`src/rtl/mii_res_pkg.sv`:
```
package mii_res_pkg;

  typedef enum logic [2:0] {
    SQ_IDLE,
    SQ_W_STAT,
    SQ_W_PART,
    SQ_CHECK,
    SQ_W_RECHK
  } sq_state_t;

  typedef enum logic [1:0] {
    RES_SAME    = 2'd0,
    RES_CHANGED = 2'd1,
    RES_NOLINK  = 2'd2,
    RES_ABSENT  = 2'd3
  } res_code_t;

  typedef enum logic [1:0] {
    TERM_NONE,
    TERM_ABSENT,
    TERM_NOLINK,
    TERM_DECIDE
  } term_t;

endpackage

```
`src/rtl/mii_rd_seq.sv`:
```
module mii_rd_seq
  import mii_res_pkg::*;
#(
  parameter int DATA_W   = 16,
  parameter int ADDR_W   = 5,
  parameter int REG_W    = 5,
  parameter int STAT_REG = 1,
  parameter int PART_REG = 5,
  parameter int LINK_BIT = 2
) (
  input  logic              clk,
  input  logic              rst,
  input  logic              start,
  input  logic [ADDR_W-1:0] phy_addr,
  input  logic              rd_done,
  input  logic [DATA_W-1:0] rd_data,
  output logic              cmd_valid,
  output logic [ADDR_W-1:0] cmd_phy,
  output logic [REG_W-1:0]  cmd_reg,
  output logic              busy,
  output term_t             term,
  output logic [DATA_W-1:0] part_q
);

  localparam logic [DATA_W-1:0] ALL_ONES = '1;
  localparam logic [REG_W-1:0]  STAT_ADR = REG_W'(STAT_REG);
  localparam logic [REG_W-1:0]  PART_ADR = REG_W'(PART_REG);

  sq_state_t         state;
  logic [DATA_W-1:0] stat_q;

  assign busy = (state != SQ_IDLE);

  // Decide how the run ends in the evaluation and re-read states.
  always_comb begin
    term = TERM_NONE;
    case (state)
      SQ_CHECK: begin
        if (stat_q == ALL_ONES)
          term = TERM_ABSENT;
        else if (stat_q[LINK_BIT])
          term = TERM_DECIDE;
      end
      SQ_W_RECHK: begin
        if (rd_done)
          term = rd_data[LINK_BIT] ? TERM_DECIDE : TERM_NOLINK;
      end
      default: term = TERM_NONE;
    endcase
  end

  always_ff @(posedge clk) begin
    if (rst) begin
      state     <= SQ_IDLE;
      cmd_valid <= 1'b0;
      cmd_phy   <= '0;
      cmd_reg   <= '0;
      stat_q    <= '0;
      part_q    <= '0;
    end else begin
      cmd_valid <= 1'b0;
      case (state)
        SQ_IDLE: begin
          if (start) begin
            cmd_phy   <= phy_addr;
            cmd_reg   <= STAT_ADR;
            cmd_valid <= 1'b1;
            state     <= SQ_W_STAT;
          end
        end
        SQ_W_STAT: begin
          if (rd_done) begin
            stat_q    <= rd_data;
            cmd_reg   <= PART_ADR;
            cmd_valid <= 1'b1;
            state     <= SQ_W_PART;
          end
        end
        SQ_W_PART: begin
          if (rd_done) begin
            part_q <= rd_data;
            state  <= SQ_CHECK;
          end
        end
        SQ_CHECK: begin
          if (term != TERM_NONE) begin
            state <= SQ_IDLE;
          end else begin
            cmd_reg   <= STAT_ADR;
            cmd_valid <= 1'b1;
            state     <= SQ_W_RECHK;
          end
        end
        SQ_W_RECHK: begin
          if (rd_done)
            state <= SQ_IDLE;
        end
        default: state <= SQ_IDLE;
      endcase
    end
  end

endmodule

```
`src/rtl/mii_mode_calc.sv`:
```
module mii_mode_calc #(
  parameter int DATA_W    = 16,
  parameter int HS_LO     = 7,
  parameter int HS_HI     = 9,
  parameter int FD_HS_BIT = 8,
  parameter int FD_LS_BIT = 6
) (
  input  logic [DATA_W-1:0] part,
  input  logic [DATA_W-1:0] adv,
  input  logic              lock,
  input  logic              cur_fdx,
  output logic              nxt_fdx,
  output logic              nxt_thr
);

  localparam int FW = FD_HS_BIT - FD_LS_BIT + 1;

  logic [DATA_W-1:0] neg;
  logic [FW-1:0]     fd_field;
  logic              hs_any;
  logic              fd_resolved;

  assign neg         = part & adv;
  assign hs_any      = |neg[HS_HI:HS_LO];
  assign fd_field    = neg[FD_HS_BIT:FD_LS_BIT];
  // The fast full-duplex bit wins; slow full duplex counts only when alone.
  assign fd_resolved = neg[FD_HS_BIT] | (fd_field == FW'(1));
  assign nxt_fdx     = lock ? cur_fdx : fd_resolved;
  assign nxt_thr     = ~hs_any;

endmodule

```
`src/rtl/mii_link_resolver.sv`:
```
module mii_link_resolver
  import mii_res_pkg::*;
#(
  parameter int DATA_W   = 16,
  parameter int ADDR_W   = 5,
  parameter int REG_W    = 5,
  parameter int STAT_REG = 1,
  parameter int PART_REG = 5,
  parameter int LINK_BIT = 2
) (
  input  logic              clk,
  input  logic              rst,
  input  logic              start,
  input  logic [ADDR_W-1:0] phy_addr,
  input  logic [DATA_W-1:0] local_adv,
  input  logic              duplex_lock,
  output logic              mdio_cmd_valid,
  output logic [ADDR_W-1:0] mdio_cmd_phy,
  output logic [REG_W-1:0]  mdio_cmd_reg,
  input  logic              mdio_rd_done,
  input  logic [DATA_W-1:0] mdio_rd_data,
  output logic              busy,
  output logic              result_valid,
  output logic [1:0]        result_code,
  output logic              mac_restart,
  output logic              mode_fdx,
  output logic              mode_txthr
);

  term_t             term;
  logic [DATA_W-1:0] part_q;
  logic              nxt_fdx;
  logic              nxt_thr;
  logic              differs;

  mii_rd_seq #(
    .DATA_W(DATA_W), .ADDR_W(ADDR_W), .REG_W(REG_W),
    .STAT_REG(STAT_REG), .PART_REG(PART_REG), .LINK_BIT(LINK_BIT)
  ) u_seq (
    .clk      (clk),
    .rst      (rst),
    .start    (start),
    .phy_addr (phy_addr),
    .rd_done  (mdio_rd_done),
    .rd_data  (mdio_rd_data),
    .cmd_valid(mdio_cmd_valid),
    .cmd_phy  (mdio_cmd_phy),
    .cmd_reg  (mdio_cmd_reg),
    .busy     (busy),
    .term     (term),
    .part_q   (part_q)
  );

  mii_mode_calc #(.DATA_W(DATA_W)) u_calc (
    .part   (part_q),
    .adv    (local_adv),
    .lock   (duplex_lock),
    .cur_fdx(mode_fdx),
    .nxt_fdx(nxt_fdx),
    .nxt_thr(nxt_thr)
  );

  assign differs = (nxt_fdx != mode_fdx) || (nxt_thr != mode_txthr);

  always_ff @(posedge clk) begin
    if (rst) begin
      mode_fdx     <= 1'b0;
      mode_txthr   <= 1'b0;
      result_valid <= 1'b0;
      result_code  <= RES_SAME;
      mac_restart  <= 1'b0;
    end else begin
      result_valid <= (term != TERM_NONE);
      mac_restart  <= 1'b0;
      case (term)
        TERM_ABSENT: result_code <= RES_ABSENT;
        TERM_NOLINK: result_code <= RES_NOLINK;
        TERM_DECIDE: begin
          if (differs) begin
            mode_fdx    <= nxt_fdx;
            mode_txthr  <= nxt_thr;
            mac_restart <= 1'b1;
            result_code <= RES_CHANGED;
          end else begin
            result_code <= RES_SAME;
          end
        end
        default: ;
      endcase
    end
  end

endmodule

```
`config.mk`:
```
export PLATFORM = sky130hd
export DESIGN_NAME = mii_link_resolver
export DESIGN_NICKNAME = d
export VERILOG_FILES = /design/src/rtl/mii_res_pkg.sv /design/src/rtl/mii_rd_seq.sv /design/src/rtl/mii_mode_calc.sv /design/src/rtl/mii_link_resolver.sv
export SDC_FILE = /design/constraint.sdc
export NUM_CORES = 1
export LEC_CHECK = 0
export BUFFER_PORTS_ARGS = -buffer_cell sky130_fd_sc_hd__buf_4
export CORE_ASPECT_RATIO = 0.7
export CORE_MARGIN = 5
export CORE_UTILIZATION = 55
export CTS_CLUSTER_DIAMETER = 40
export DETAILED_ROUTE_END_ITERATION = 10
export GPL_TIMING_DRIVEN = 0
export PLACE_DENSITY_LB_ADDON = 0.08
export SYNTH_ARGS = -nofsm -noshare
export SYNTH_HDL_FRONTEND = slang
export SYNTH_HIERARCHICAL = 1
export SYNTH_SLANG_ARGS = --single-unit
```
`constraint.sdc`:
```
create_clock -name clk -period 3.39 [get_ports clk]
set_input_delay 0.5085 -clock clk [delete_from_list [all_inputs] [get_ports clk]]
set_output_delay 0.5085 -clock clk [all_outputs]
set_load 0.02 [all_outputs]
```
---- Word-level counts from Yosys, hierarchy flattened ----
Cells that the tools add are included.
word-level totals
  flip-flop bits (word level) ............. 46
  input bits .............................. 42
  word-level logic and storage cells ...... 68
cells by class
  reductions and logical operators ........ 14
  bitwise gates (word level) .............. 4
  eq/ne operators ......................... 16
  multiplexer cells ....................... 23
operators with widths
  kind                                            number
  == test 16 bit (second input constant)          1
  2-to-1 mux 3 bit                                5
  2-to-1 mux 5 bit                                3
  one-hot mux 3 bit (5 select lines)              1
  one-hot mux 5 bit (3 select lines)              1
  AND 10 bit                                      1
  inequality test 2 bit (second input constant)   5
  nonzero test 3 bit                              3
  AND reduction 2 bit                             4
  AND reduction 4 bit                             2
  2-to-1 mux 1 bit                                7
  == test 3 x 1 -> 1 bit (second input constant)  2
  == test 3 x 2 -> 1 bit (second input constant)  2
  2-to-1 mux 2 bit                                3
  one-hot mux 2 bit (3 select lines)              1
  == test 2 bit (second input constant)           2
  one-hot mux 2 bit (2 select lines)              1
  == test 3 bit (second input constant)           1
  zero test 3 bit                                 1
  one-hot mux 1 bit (3 select lines)              1
  OR reduction 3 bit                              1
  == test 2 x 1 -> 1 bit (second input constant)  1
  inequality test 1 bit                           2
  NOT 1 bit                                       2
  4 further kinds                                 4

---- Logic depth before layout (Yosys ltp) ----
Gate-level depths: netlist of the first run.
  depth after elaboration ................. 8
  mapped depth ............................ 8
  mapped depth without buffers ............ 6

---- Modules after synthesis ----
The synthesis of the first run kept the hierarchy.
modules (own cells, without submodules)
  module             cells each  area an instance (µm²)  times used
  mii_rd_seq         210         1679.1                  1
  mii_link_resolver  25          225.2                   1
  mii_mode_calc      6           35.0                    1

---- Worst setup path before layout of the first run ----
Ideal clock, no wire load.
  path type ............................... reg-to-reg
  from .................................... register u_seq.state[1]
  to ...................................... register mode_fdx
  arrival time ............................ 1.361 ns
  slack ................................... 1.912 ns
  path buffers ............................ 1
  data required time ...................... 3.273 ns
  clock period less this slack ............ 1.478 ns
  cell stages (with the launch flop) ...... 7
  cell sequence ........................... dfxtp_1 clkbuf_1 nand3_1 o22ai_1 nand2_1 nand2_1 a21oi_1
between the ends
  cells in the longest elaborated chain, start to end .. 4
RTL lines
  what                                                            line                     source
  from (decl)                                                     mii_rd_seq.sv:29         sq_state_t state;
  from (signal assigned)                                          mii_rd_seq.sv:54         state <= SQ_IDLE;
  from (signal assigned)                                          mii_rd_seq.sv:68         state <= SQ_W_STAT;
  from (signal assigned)                                          mii_rd_seq.sv:76         state <= SQ_W_PART;
  == test 3 bit / == test 3 x 2 -> 1 bit (equally long branches)  mii_rd_seq.sv:37         case (state)
  one-hot mux 2 bit (2 select lines) *                            mii_rd_seq.sv:37
  via term[1]                                                     mii_link_resolver.sv:30  term_t term;
  == test 2 bit *                                                 mii_link_resolver.sv:75  case (term)
  AND reduction 2 bit (no source line) *                          n/a
  to (signal assigned)                                            mii_link_resolver.sv:80  mode_fdx <= nxt_fdx;
  to (decl)                                                       mii_link_resolver.sv:26  output logic mode_fdx,
The timed path passes the listed nets; every way through them passes the cells marked *.
A chain may end at the register's enable or synchronous reset.

---- Final worst setup path of the first run ----
  from .................................... register u_seq.state[1]
  to ...................................... output port busy
between the ends
  cells in the longest elaborated chain, start to end .. 1
RTL lines
  what                line                     source
  nonzero test 3 bit  mii_rd_seq.sv:32         assign busy = (state != SQ_IDLE);
  to (decl)           mii_link_resolver.sv:22  output logic busy,
No other way between the ends.

==> flow_summary_export.csv, run 1 <==
group,metric,value,unit
power,internal_power,0.690,mW
grt,antenna_found_initial,0,
layout,num_antenna_cells,0,
timing,finalSetupViolations,0,
cts,cts_repair_resize_count,0,
layout,seq_area,741,µm²
layout,layout_top_registers,"u_seq/stat_q: 16 flops, u_seq/cmd_phy: 5 flops, u_seq/part_q: 4 flops",
layout,final_cell_mix,"sky130_fd_sc_hd__nand2_1, sky130_fd_sc_hd__buf_4, sky130_fd_sc_hd__dfxtp_1, sky130_fd_sc_hd__a21oi_1, sky130_fd_sc_hd__nor2_1",
cts,cts.root.buffer_cell,"sky130_fd_sc_hd__clkbuf_8",
critical_path,critPathMaxFanout,10,
routing,final_antenna_net_count,0,
critical_path,setup.worst_path.class,"flop to output pin",
critical_path,crit_path_start,"u_seq/state[1]",
grt,first_global_vias,1377,
synthesis,synthesis.area,1550,µm²
floorplanning,chipHeight,54.4,µm
layout,final_layout_size_suffix_gt1_frac,0.271,
timing,post-route-min-period,1880,ps
power,power.share.switching,0.264,
timing,finalClockSkew,8.62,ps
critical_path,critPathCaptureType,"output pin",
layout,multi_input_comb_area,706,µm²
timing,setup_tns,0,ps
min_path,hold_path.startpoint,"rst",
power,share_comb_of_total_power,0.158,
layout,most_frequent_standard_cell_in_the_layout_excluding_fill_and_tap_cells,"sky130_fd_sc_hd__nand2_1",
synthesis,synth_warnings,6,
power,report.power.total,0.939,mW
placed_design,detailed_place_hpwl,2.76,mm
floorplanning,die_width,73.4,µm
power,power.density_cell_area,463,nW/µm²
floorplanning,i_o_pin_total,60,
timing,finalMaxSlewViolations,0,
layout,largest-register,"u_seq/stat_q",
grt,grt_usage,0.192,
layout,finalNetCount,288,
power,cellLeakagePower,0.843,nW
timing,final_min_period_over_clock_period,0.556,
cts,cts-root-to-sink-buffers,2,
floorplanning,floorplan.initialDensity,0.565,
power,seqPwrFrac,0.501,
critical_path,r2r_slack,1550,ps
critical_path,critical_path_arrival,1380,ps
layout,fill_cells,211,
timing,slew_headroom,0.645,
routing,drt_first_iter_violations,87,
timing,hold_viol_final,0,
cts,post-cts-setup-buffers,0,
routing,drcViolationCount,0,
power,vdd_ir_drop_max,0.312,mV
layout,area_growth,30.9,%
grt,grt_max_degree,13,
cts,numClockSinks,37,
routing,dr_total_vias,1491,
cts,cts-buffers-inserted,5,
critical_path,required,2880,ps
layout,largest_reg_flops,16,
cts,cts_htree_levels,2,
run,timing.max_cap.violations,0,
power,power_share_of_the_clock_group,0.341,
floorplanning,die_area,3990,µm²
cts,worst_setup_hold_path_clk_slew,70,ps
routing,drt_pass1_iterations,5,
timing,worstMarginPinSlew,533,ps
placed_design,finalWeightedCongestion,0.824,
cts,insertion_delay,290,ps
synthesis,synthesis.instances,193,
floorplanning,floorplan.rows,16,
min_path,worstHoldPathType,"input port to flop",
critical_path,cp-start-kind,"flop",
placed_design,port_buffers,44,
routing,avgViaCountPerCell,5.27,
timing,maxClockFrequency,531,MHz
timing,rsz0062_at_grt,"false",
routing,drt-wirelength-per-cell,12.8,µm
synthesis,postSynthAreaPerCell,8.03,µm²
grt,grt-ovfl-total,0,
layout,core_util_final,0.740,
grt,global_route_wire_length_before_repair,5.80,mm
routing,wirelength,3.61,mm
run_status,outcome,"finished, final reports clean",
power,net-switching-power,0.248,mW
floorplanning,fp.coreArea,2740,µm²
cts,cts_tree,"yes",
critical_path,crit-reg2reg-launch,"u_seq/state[1]",
cts,postCtsHoldBufs,0,
==> per-stage QoR <==
stage | cell area (µm²) | hold WS, ps | cells | setup WS, ps
after CTS | 2030 | 431 | 283 | 1510
after global placement | 1930 | 436 | 275 | 1670
final | 2030 | 435 | 283 | 1510
after floorplan | 1560 | 436 | 195 | 1910
after detailed placement | 1930 | 449 | 275 | 1590
after global routing | 2030 | 432 | 283 | 1350
==> worst max-delay path, cell delays in order, from the launching register on <==
cell and delay, ps:
sky130_fd_sc_hd__dfxtp_1 360, sky130_fd_sc_hd__clkbuf_1 230, sky130_fd_sc_hd__or3_1 350, sky130_fd_sc_hd__buf_4 160
==> worst paths after layout <==
kind                                        end  cells after the start
worst max register to register         mode_fdx                      6
worst max-delay path                       busy                      3
worst min register to register  u_seq/part_q[6]                      2
worst min-delay path                   mode_fdx                      2
==> layout make-up <==
type	count	area share
repair buffers	44	0.163
clock inverters	2	0.00679
inverters	4	0.00740
multi-input cells	136	0.348
clock buffers	6	0.0407
plain buffers	18	0.0469
flip-flops and latches	37	0.365
well taps	36	0.0222
==> layer usage <==
layer  share of wire  routed length, µm  GRT usage  vias up
met1            0.42               1510      0.223      682
met2            0.50               1800      0.337       58
met5               0                  0          0        -
met4          0.0089                 32     0.0783        0
met3           0.075                272     0.0550        5
li1                -                  -          -      746
==> power by group through the flow <==
stage               combinational [mW]  clock [mW]  sequential [mW]
global route                     0.161       0.344            0.473
floorplan                       0.0761           0            0.488
global placement                 0.142           0            0.479
finish                           0.148       0.320            0.470
CTS                              0.148       0.328            0.470
detailed placement               0.147           0            0.480
No activity file was read; power rests on OpenSTA's default activity.
==> run 2, diff against run 1 <==
ABC_AREA = 1   (was unset)
CORE_UTILIZATION = 51   (was 55)
clock period = 1.92 ns   (was 3.39 ns; I/O delays follow)
==> flow_summary_export.csv, run 2 <==
group,metric,value,unit
routing,drt_pass1_iterations,4,
critical_path,critPathCaptureType,"flop",
timing,finalSetupViolations,0,
placed_design,port_buffers,44,
synthesis,postSynthAreaPerCell,7.42,µm²
layout,final_layout_size_suffix_gt1_frac,0.273,
layout,most_frequent_standard_cell_in_the_layout_excluding_fill_and_tap_cells,"sky130_fd_sc_hd__buf_4",
layout,finalNetCount,313,
timing,finalClockSkew,6.18,ps
cts,cts_htree_levels,2,
timing,finalMaxSlewViolations,0,
critical_path,cp-start-kind,"flop",
cts,post-cts-setup-buffers,0,
grt,grt_usage,0.159,
timing,maxClockFrequency,644,MHz
critical_path,critical_path_arrival,1760,ps
cts,insertion_delay,280,ps
cts,cts-buffers-inserted,5,
timing,setup_tns,0,ps
grt,antenna_found_initial,0,
cts,postCtsHoldBufs,0,
routing,dr_total_vias,1475,
placed_design,detailed_place_hpwl,2.60,mm
grt,grt_max_degree,11,
min_path,worstHoldPathType,"input port to flop",
cts,cts-root-to-sink-buffers,2,
grt,first_global_vias,1313,
critical_path,critPathMaxFanout,8,
routing,drt_first_iter_violations,76,
layout,num_antenna_cells,0,
run,timing.max_cap.violations,0,
routing,drt-wirelength-per-cell,11.2,µm
layout,area_growth,29.2,%
cts,cts.root.buffer_cell,"sky130_fd_sc_hd__clkbuf_8",
grt,grt-ovfl-total,0,
floorplanning,die_area,4420,µm²
run_status,outcome,"finished, final reports clean",
floorplanning,die_width,77.3,µm
grt,global_route_wire_length_before_repair,5.69,mm
layout,final_cell_mix,"sky130_fd_sc_hd__buf_4, sky130_fd_sc_hd__nor2_1, sky130_fd_sc_hd__dfxtp_1, sky130_fd_sc_hd__nand2_1, sky130_fd_sc_hd__o21ai_0",
floorplanning,floorplan.initialDensity,0.521,
timing,hold_viol_final,0,
cts,worst_setup_hold_path_clk_slew,70,ps
routing,drcViolationCount,0,
synthesis,synthesis.area,1620,µm²
cts,cts_repair_resize_count,0,
floorplanning,floorplan.rows,17,
critical_path,setup.worst_path.class,"flop to flop",
power,vdd_ir_drop_max,0.693,mV
power,cellLeakagePower,0.980,nW
placed_design,finalWeightedCongestion,0.827,
timing,final_min_period_over_clock_period,0.809,
layout,core_util_final,0.673,
layout,layout_top_registers,"u_seq/stat_q: 16 flops, u_seq/cmd_phy: 5 flops, u_seq/part_q: 4 flops",
routing,avgViaCountPerCell,4.77,
floorplanning,i_o_pin_total,60,
layout,largest-register,"u_seq/stat_q",
timing,rsz0062_at_grt,"false",
timing,post-route-min-period,1550,ps
synthesis,synthesis.instances,218,
layout,largest_reg_flops,16,
floorplanning,fp.coreArea,3110,µm²
routing,final_antenna_net_count,0,
cts,numClockSinks,37,
critical_path,required,2130,ps
synthesis,synth_warnings,6,
cts,cts_tree,"yes",
routing,wirelength,3.45,mm
floorplanning,chipHeight,57.1,µm
power,power.density_cell_area,1010,nW/µm²
run 2: power breakdown:
part           switching (mW)  total (mW)  leakage, nW  internal [mW]
Combinational           0.371       0.619        0.633          0.249
Sequential             0.0651       0.956        0.302          0.891
Clock                   0.244       0.528       0.0443          0.284
Total                   0.680        2.10        0.980           1.42
run 2: routing by layer:
metal  vias up  wire (µm)  track usage
met5         -          0            0
met4         0         23       0.0588
met3         2        304       0.0584
met2        44       1380        0.228
met1       638       1740        0.217
li1        791          -            -
run 2: through the flow:
stage	instances	hold WS (ps)	worst slack, ps	power [mW]	instance area (µm²)
floorplan	220	350	593	1.38	1630
global placement	302	433	429	1.58	2000
CTS	309	225	356	2.11	2090
finish	309	227	367	2.10	2090
detailed placement	302	436	382	1.59	2000
global route	309	220	149	2.24	2090
run 2: area by class of cell:
| type | count | area, µm² |
|---|---|---|
| buffer | 12 | 75.1 |
| clock buffer | 7 | 86.3 |
| fill | 282 | 1020 |
| inverter | 27 | 104 |
| multi-input combinational | 144 | 706 |
| sequential | 37 | 741 |
| tap | 38 | 47.5 |
| timing repair buffer | 44 | 330 |
run 2: path summary, 6_finish.rpt:
kind                     from          endpoint  slack, ps  cells past startpoint
max reg2reg    u_seq/state[1]    result_code[0]        370                      7
min           mdio_rd_data[4]   u_seq/stat_q[4]        230                      3
max            u_seq/state[1]    result_code[0]        370                      7
min reg2reg  u_seq/cmd_phy[1]  u_seq/cmd_phy[1]        440                      2
run 2: critical path, cell delays in order (launching register included):
cell,delay [ps]
sky130_fd_sc_hd__dfxtp_1,300
sky130_fd_sc_hd__buf_2,180
sky130_fd_sc_hd__nand4_1,220
sky130_fd_sc_hd__o21ai_0,350
sky130_fd_sc_hd__nand2_1,130
sky130_fd_sc_hd__clkinv_1,90
sky130_fd_sc_hd__nand2_1,80
sky130_fd_sc_hd__a21oi_1,130
